--- src/rtl/cmdp_pkg.sv ---
package cmdp_pkg;

  localparam int IDX_W = 8;
  localparam int SLOT_COUNT = 18;
  localparam int SLOT_MUX = 11;
  localparam int PULSE_W = 7;
  localparam logic [7:0] OP_LOCK = 8'hfd;
  localparam logic [7:0] OP_GRAY_DEF = 8'hb7;

  typedef enum logic [2:0] {
    ST_NONE, ST_SINGLE, ST_COL, ST_ROW, ST_ICON, ST_GRAY, ST_LOCK
  } strobeKind_e;

  typedef struct packed {
    strobeKind_e        kind;
    logic [IDX_W-1:0]   idx;
    logic               last;
    logic [4:0]         slot;
    logic [7:0]         data;
    logic [PULSE_W-1:0] pulse;
    logic               grayDefault;
  } strobe_t;

  function automatic logic [4:0] slotOf(input logic [7:0] op);
    case (op)
      8'h81: return 5'd0;
      8'h82: return 5'd1;
      8'h90: return 5'd2;
      8'h91: return 5'd3;
      8'h93: return 5'd4;
      8'h94: return 5'd5;
      8'h95: return 5'd6;
      8'h96: return 5'd7;
      8'ha0: return 5'd8;
      8'ha1: return 5'd9;
      8'ha2: return 5'd10;
      8'ha8: return 5'd11;
      8'hb1: return 5'd12;
      8'hb2: return 5'd13;
      8'hb3: return 5'd14;
      8'hbb: return 5'd15;
      8'hbc: return 5'd16;
      8'hbe: return 5'd17;
      default: return 5'd31;
    endcase
  endfunction

  function automatic strobeKind_e kindOf(input logic [7:0] op);
    case (op)
      8'h15:   return ST_COL;
      8'h75:   return ST_ROW;
      8'h92:   return ST_ICON;
      8'hb8:   return ST_GRAY;
      OP_LOCK: return ST_LOCK;
      default: return (slotOf(op) != 5'd31) ? ST_SINGLE : ST_NONE;
    endcase
  endfunction

  function automatic int paramsOf(input logic [7:0] op, input int iconCount, input int grayCount);
    case (kindOf(op))
      ST_COL, ST_ROW:    return 2;
      ST_ICON:           return iconCount;
      ST_GRAY:           return grayCount;
      ST_LOCK, ST_SINGLE: return 1;
      default:           return 0;
    endcase
  endfunction

  function automatic logic [PULSE_W-1:0] pulseOf(input logic [7:0] op);
    case (op)
      8'ha4: return 7'b0000001;
      8'ha5: return 7'b0000010;
      8'ha6: return 7'b0000100;
      8'ha7: return 7'b0001000;
      8'hae: return 7'b0010000;
      8'haf: return 7'b0100000;
      8'hb7: return 7'b1000000;
      default: return '0;
    endcase
  endfunction

endpackage

--- src/rtl/cmdp_ctrl.sv ---
module cmdp_ctrl
  import cmdp_pkg::*;
#(
  parameter int ICON_COUNT  = 64,
  parameter int GRAY_LEVELS = 15
) (
  input  logic       clk,
  input  logic       rstN,
  input  logic       byteValid,
  input  logic [7:0] byteIn,
  input  logic       locked,
  output strobe_t    stb
);

  logic             inParamQ, inParamD;
  logic [7:0]       opQ, opD;
  logic [IDX_W-1:0] cntQ, cntD, lastQ, lastD;
  logic [IDX_W:0]   needW;

  always_comb begin
    stb          = '0;
    stb.kind     = ST_NONE;
    stb.data     = byteIn;
    stb.idx      = cntQ;
    stb.slot     = slotOf(opQ);
    inParamD     = inParamQ;
    opD          = opQ;
    cntD         = cntQ;
    lastD        = lastQ;
    needW        = '0;
    if (byteValid) begin
      if (!inParamQ) begin
        if (!locked || byteIn == OP_LOCK) begin
          needW = (IDX_W+1)'(paramsOf(byteIn, ICON_COUNT, GRAY_LEVELS));
          if (needW == '0) begin
            stb.pulse       = pulseOf(byteIn);
            stb.grayDefault = (byteIn == OP_GRAY_DEF);
          end else begin
            inParamD = 1'b1;
            opD      = byteIn;
            cntD     = '0;
            lastD    = IDX_W'(needW - 9'd1);
          end
        end
      end else begin
        stb.last = (cntQ == lastQ);
        stb.kind = kindOf(opQ);
        if (stb.last) inParamD = 1'b0;
        else          cntD     = cntQ + 8'd1;
      end
    end
  end

  always_ff @(posedge clk or negedge rstN) begin
    if (!rstN) begin
      inParamQ <= 1'b0;
      opQ      <= '0;
      cntQ     <= '0;
      lastQ    <= '0;
    end else begin
      inParamQ <= inParamD;
      opQ      <= opD;
      cntQ     <= cntD;
      lastQ    <= lastD;
    end
  end

  // at most one action strobe per byte
  a_r4_pulse_onehot: assert property (@(posedge clk) disable iff (!rstN)
    $onehot0(stb.pulse));

  // a dropped opcode while locked emits nothing
  a_r10_locked_drop: assert property (@(posedge clk) disable iff (!rstN)
    (locked && !inParamQ && byteValid && byteIn != OP_LOCK)
      |=> (!inParamQ && $stable(opQ)));

endmodule

--- src/rtl/cmdp_regs.sv ---
module cmdp_regs
  import cmdp_pkg::*;
#(
  parameter int ICON_COUNT  = 64,
  parameter int ICON_W      = 7,
  parameter int GRAY_LEVELS = 15,
  parameter int GRAY_W      = 6,
  parameter int COL_W       = 6,
  parameter int ROW_W       = 7
) (
  input  logic                            clk,
  input  logic                            rstN,
  input  strobe_t                         stb,
  output logic [COL_W-1:0]                colStart,
  output logic [COL_W-1:0]                colEnd,
  output logic [ROW_W-1:0]                rowStart,
  output logic [ROW_W-1:0]                rowEnd,
  output logic [SLOT_COUNT*8-1:0]         settings,
  output logic [ICON_COUNT*ICON_W-1:0]    iconCurrents,
  output logic [GRAY_LEVELS*GRAY_W-1:0]   grayWidths,
  output logic [PULSE_W-1:0]              actionPulse,
  output logic                            locked
);

  localparam logic [7:0] MUX_MIN = 8'd15;
  localparam logic [7:0] MUX_MAX = 8'd127;

  logic [7:0]        slotQ     [SLOT_COUNT];
  logic [ICON_W-1:0] iconStage [ICON_COUNT];
  logic [ICON_W-1:0] iconTbl   [ICON_COUNT];
  logic [GRAY_W-1:0] grayStage [GRAY_LEVELS];
  logic [GRAY_W-1:0] grayTbl   [GRAY_LEVELS];

  function automatic logic [GRAY_W-1:0] grayDefault(input int k);
    return GRAY_W'((k + 1) * 4);
  endfunction

  always_ff @(posedge clk or negedge rstN) begin
    if (!rstN) begin
      colStart    <= '0;
      colEnd      <= '1;
      rowStart    <= '0;
      rowEnd      <= '1;
      locked      <= 1'b0;
      actionPulse <= '0;
      for (int s = 0; s < SLOT_COUNT; s++) slotQ[s] <= (s == SLOT_MUX) ? MUX_MAX : 8'd0;
      for (int i = 0; i < ICON_COUNT; i++) begin
        iconStage[i] <= '0;
        iconTbl[i]   <= '0;
      end
      for (int k = 0; k < GRAY_LEVELS; k++) begin
        grayStage[k] <= '0;
        grayTbl[k]   <= grayDefault(k);
      end
    end else begin
      actionPulse <= stb.pulse;
      if (stb.grayDefault)
        for (int k = 0; k < GRAY_LEVELS; k++) grayTbl[k] <= grayDefault(k);
      case (stb.kind)
        ST_COL: if (stb.idx == '0) colStart <= stb.data[COL_W-1:0];
                else               colEnd   <= stb.data[COL_W-1:0];
        ST_ROW: if (stb.idx == '0) rowStart <= stb.data[ROW_W-1:0];
                else               rowEnd   <= stb.data[ROW_W-1:0];
        ST_SINGLE: begin
          if (int'(stb.slot) != SLOT_MUX || (stb.data >= MUX_MIN && stb.data <= MUX_MAX))
            slotQ[stb.slot] <= stb.data;
        end
        ST_ICON: begin
          if (stb.last)
            for (int i = 0; i < ICON_COUNT; i++)
              iconTbl[i] <= (stb.idx == IDX_W'(i)) ? stb.data[ICON_W-1:0] : iconStage[i];
          else
            iconStage[stb.idx] <= stb.data[ICON_W-1:0];
        end
        ST_GRAY: begin
          if (stb.last)
            for (int k = 0; k < GRAY_LEVELS; k++)
              grayTbl[k] <= (stb.idx == IDX_W'(k)) ? stb.data[GRAY_W-1:0] : grayStage[k];
          else
            grayStage[stb.idx] <= stb.data[GRAY_W-1:0];
        end
        ST_LOCK: begin
          if (stb.data == 8'h13) locked <= 1'b1;
          else if (stb.data == 8'h12) locked <= 1'b0;
        end
        default: ;
      endcase
    end
  end

  for (genvar s = 0; s < SLOT_COUNT; s++) begin : g_slot
    assign settings[8*s +: 8] = slotQ[s];
  end
  for (genvar i = 0; i < ICON_COUNT; i++) begin : g_icon
    assign iconCurrents[ICON_W*i +: ICON_W] = iconTbl[i];
  end
  for (genvar k = 0; k < GRAY_LEVELS; k++) begin : g_gray
    assign grayWidths[GRAY_W*k +: GRAY_W] = grayTbl[k];
  end

  a_r5_mux_range: assert property (@(posedge clk) disable iff (!rstN)
    (settings[8*SLOT_MUX +: 8] >= MUX_MIN && settings[8*SLOT_MUX +: 8] <= MUX_MAX));

  a_r6_icon_commit_only: assert property (@(posedge clk) disable iff (!rstN)
    !(stb.kind == ST_ICON && stb.last) |=> $stable(iconCurrents));

  a_r7_gray_commit_only: assert property (@(posedge clk) disable iff (!rstN)
    !((stb.kind == ST_GRAY && stb.last) || stb.grayDefault) |=> $stable(grayWidths));

  a_r9_lock_via_cmd: assert property (@(posedge clk) disable iff (!rstN)
    (stb.kind != ST_LOCK) |=> $stable(locked));

endmodule

--- src/rtl/cmd_parser.sv ---
module cmd_parser
  import cmdp_pkg::*;
#(
  parameter int ICON_COUNT  = 64,
  parameter int ICON_W      = 7,
  parameter int GRAY_LEVELS = 15,
  parameter int GRAY_W      = 6,
  parameter int COL_W       = 6,
  parameter int ROW_W       = 7
) (
  input  logic                          clk,
  input  logic                          rstN,
  input  logic                          byteValid,
  input  logic [7:0]                    byteIn,
  output logic [COL_W-1:0]              colStart,
  output logic [COL_W-1:0]              colEnd,
  output logic [ROW_W-1:0]              rowStart,
  output logic [ROW_W-1:0]              rowEnd,
  output logic [SLOT_COUNT*8-1:0]       settings,
  output logic [ICON_COUNT*ICON_W-1:0]  iconCurrents,
  output logic [GRAY_LEVELS*GRAY_W-1:0] grayWidths,
  output logic [PULSE_W-1:0]            actionPulse,
  output logic                          locked
);

  strobe_t stb;

  cmdp_ctrl #(.ICON_COUNT(ICON_COUNT), .GRAY_LEVELS(GRAY_LEVELS)) i_ctrl (
    .clk(clk), .rstN(rstN), .byteValid(byteValid), .byteIn(byteIn),
    .locked(locked), .stb(stb)
  );

  cmdp_regs #(
    .ICON_COUNT(ICON_COUNT), .ICON_W(ICON_W), .GRAY_LEVELS(GRAY_LEVELS),
    .GRAY_W(GRAY_W), .COL_W(COL_W), .ROW_W(ROW_W)
  ) i_regs (
    .clk(clk), .rstN(rstN), .stb(stb),
    .colStart(colStart), .colEnd(colEnd), .rowStart(rowStart), .rowEnd(rowEnd),
    .settings(settings), .iconCurrents(iconCurrents), .grayWidths(grayWidths),
    .actionPulse(actionPulse), .locked(locked)
  );

endmodule

--- config.mk ---
export PLATFORM = sky130hd
export DESIGN_NAME = cmd_parser
export DESIGN_NICKNAME = d
export VERILOG_FILES = /design/src/rtl/cmdp_pkg.sv /design/src/rtl/cmdp_ctrl.sv /design/src/rtl/cmdp_regs.sv /design/src/rtl/cmd_parser.sv
export SDC_FILE = /design/constraint.sdc
export NUM_CORES = 2
export LEC_CHECK = 0
export BUFFER_PORTS_ARGS = -buffer_cell sky130_fd_sc_hd__buf_2
export CAP_MARGIN = 20
export CORE_UTILIZATION = 48
export DETAILED_ROUTE_END_ITERATION = 6
export PLACE_DENSITY = 0.75
export SYNTH_ARGS = -nofsm -noshare
export SYNTH_HDL_FRONTEND = slang
export SYNTH_HIERARCHICAL = 1
export SYNTH_SLANG_ARGS = --single-unit
--- constraint.sdc ---
create_clock -name clk -period 3.1 [get_ports clk]
set_clock_uncertainty 0.2 [all_clocks]
set_input_delay 0.155 -clock clk [delete_from_list [all_inputs] [get_ports clk]]
set_output_delay 0.155 -clock clk [all_outputs]
set_load 0.02 [all_outputs]
==> results.yml <==
routing:
  wl_per_cell_um: 30.4
  antenna_left: 0
  drtPass1Iterations: 6
  routed_via_density: 6.56
  drt-total-wl_mm: 218
  via_count: 47100
  drt_iter0_drc: 5273
  drc: 0
placed_design:
  place_area_mm2: 0.0632
  dp.final_hpwl_mm: 129
  place_congestion: 0.878
  numPortBuffers: 726
  dp_cells: 6774
cells_and_area:
  layout_commonest_cell: "dfrtp_1"
  finalInstanceArea_mm2: 0.0715
  drive_gt1_share_pct: 42.1
  area_delta_synth_final_pct: 30.1
  instances_no_fill: 7178
  final_core_util_pct: 63.3
  final_cell_mix: "1224 x dfrtp_1, 718 x buf_2, 688 x o211ai_1"
  nets: 5582
  fillers: 8334
sta:
  hold_slack_ns: 0.0731
  worst_slew_pin_slew_ns: 1.04
  slew_viol_final: 0
  maxSlewHeadroom_pct: 30.6
  fmax_ghz: 0.296
  rsz0062_at_grt: "true"
  setup_viol: 1020
  fin_crit_sh_pct: 109
  hold_viol_final: 0
  setup_ws_ns: -0.279
  final.min_clock_period_ns: 3.38
synthesis:
  synth_edf_count: 0
  ys_ff_latch: 1277
  yosys.area.top_type_share_pct: 55.8
  syn_area_per_cell_um2: 11.9
  syn_nets: 4647
  yosysWarnings: 6
  syn_area_mm2: 0.0550
  yosys-top-cells-area: "dfrtp_1 56%, mux2_2 14%, o211ai_1 9.4%"
  synthFlopType: "dfrtp_1"
  async_flop_share_pct: 100
  synth_cell_types: 75
  yosysTopAreaCell: "dfrtp_1"
  yosysSeqAreaShare_pct: 58.2
  synth_cells: 4635
run:
  drv_cap: 0
die:
  die_width_um: 340
  die_h_um: 340
  start_util_pct: 48.7
  pin_count: 727
  num_rows: 123
  die-area_mm2: 0.116
  core-area_mm2: 0.113
power_and_ir_drop:
  irDropWorstVdd_uv: 470
  total_power_w: 0.0376
  power_per_cell_area_mw_per_mm2: 526
  p_leak_nw: 34.4
worst_setup_path:
  crit_path_end_kind: "flip-flop"
  required_ns: 3.55
  path_delay_family: "compound AO/OA/AOI/OAI gates"
  crit_top_cell: "buf_12"
  start_kind: "flip-flop"
  critical_path_arrival_ns: 3.83
  critPathMaxStageDelay_ns: 0.40
  critical_path_class: "reg -> reg"
  crit_slowest_cell: "dfrtp_1"
  path_cells: "nor2b_4, nor3_2, a21oi_2, o22ai_2, a21oi_2, nor2_2, o311a_4, buf_6, nor4bb_4, buf_6, buf_12, buf_12, nand2_8, buf_12, o211ai_1"
  worstPathMaxFanout: 8
  worst-path-buf-inv: 5
clock_tree:
  cts-root-buf: "clkbuf_16"
  cts_tree: "built"
  path_clk_slew_ns: 0.06
  cts-buffers-inserted: 134
  cts_buffer_depth: 3
  h-tree-depth: 4
  cts_num_sinks: 1277
  clk_latency_ns: 0.76
global_route:
  grt_pass1_vias: 47000
  antenna_found_initial: 6
  grt-ovfl-total: 0
  grt_max_degree: 94
  grt_usage_pct: 35.7
  grt_pass1_wl_mm: 309
status:
  violations: "setup timing"
  status: "finished, violations left"
min_path:
  hold_class: "in -> async"
## area by class of cell
class,instances,area (um^2),area share (%)
antenna,2,5.00,0.00700
inverter,10,40.0,0.0560
sequential,1277,32000,44.8
clock inverter,41,557,0.779
multi-input combinational,2867,22300,31.2
timing repair buffer,1280,10800,15.2
tap,1500,1880,2.62
clock buffer,201,3850,5.38
## per-stage QoR
stage          setup WS, ns  setup TNS, ns
2_1_floorplan       -0.0769          -7.52
3_3_place_gp         -0.434        -324.82
3_5_place_dp         -0.417        -295.22
4_1_cts              -0.233        -133.18
5_1_grt              -0.400        -269.38
6_report             -0.279        -145.46
## synthesized netlist by cell type, drive strengths merged, types with 70 or more instances
cell and n:
clkbuf 410, o21ai 207, dfrtp 1225, nor3 81
nand2 441, nor2 122, mux2 707, nand3 177
a31oi 198, a21oi 70, buf 73, o211ai 688
## routing by layer
| layer | GRT usage, % | share of wire (%) | up-vias |
|---|---|---|---|
| met5 | 0 | 0.025 | - |
| met4 | 21.3 | 7.7 | 8 |
| met3 | 10.6 | 12 | 904 |
| met2 | 54.6 | 45 | 3201 |
| met1 | 44.8 | 36 | 23900 |
| li1 | - | - | 19100 |
## logic make-up after synthesis
group / count (synthesis) / synth area share, %
and+or+nand+nor: 945 / 8.63
muxes: 710 / 14.5
AOI/OAI and AO/OA: 1200 / 14.8
buffers and inverters: 493 / 3.61
adders and majority gates: 1 / 0.0228
DFF: 1277 / 58.2
xor gates and xnor gates: 9 / 0.143
## power breakdown
group	switching, W	internal, W	leakage (nW)
combinational	0.00291	0.00136	14.6
clock	0.00703	0.00926	2.15
sequential	0.000160	0.0169	17.6
total	0.0101	0.0275	34.4
## state kept, by name (all words and copies together) (netlist names)
name / flops
i_regs/iconCurrents: 448
i_regs/iconStage: 448
i_regs/settings: 144
i_regs/grayStage: 90
i_regs/grayWidths: 90
i_ctrl/cntQ: 8
i_ctrl/opQ: 8
i_regs/actionPulse: 7
i_regs/rowEnd: 7
i_regs/rowStart: 7
i_ctrl/lastQ: 6
i_regs/colEnd: 6
i_regs/colStart: 6
i_ctrl/inParamQ: 1
i_regs/locked: 1
## final timing paths
kind	endpoint	startpoint	slack (ns)	cells past startpoint
worst max-delay path	i_regs/iconCurrents[136]$_DFFE_PN0P_	i_ctrl/opQ[4]$_DFFE_PN0P_	-0.28	15
worst min-delay path	i_regs/grayWidths[88]$_DFF_PN1_	rstN	0.07	2
worst max register to register	i_regs/iconCurrents[136]$_DFFE_PN0P_	i_ctrl/opQ[4]$_DFFE_PN0P_	-0.28	15
worst min register to register	i_regs/iconCurrents[390]$_DFFE_PN0P_	i_regs/iconCurrents[390]$_DFFE_PN0P_	0.30	2
max in group asynchronous	i_regs/settings[92]$_DFFE_PN1P_	rstN	2.04	3
min in group clk	i_ctrl/opQ[5]$_DFFE_PN0P_	byteIn[5]	0.21	4
## timing repair
action	in CTS	in global routing
hold endpoints to repair	1456	0
resized for setup	212	109
hold buffers	15	0
pin swaps	53	138
cloned	40	34
endpoints found under the setup margin	1043	1143
setup buffers	64	22
Note: power is estimated with default switching activity, not from simulation.
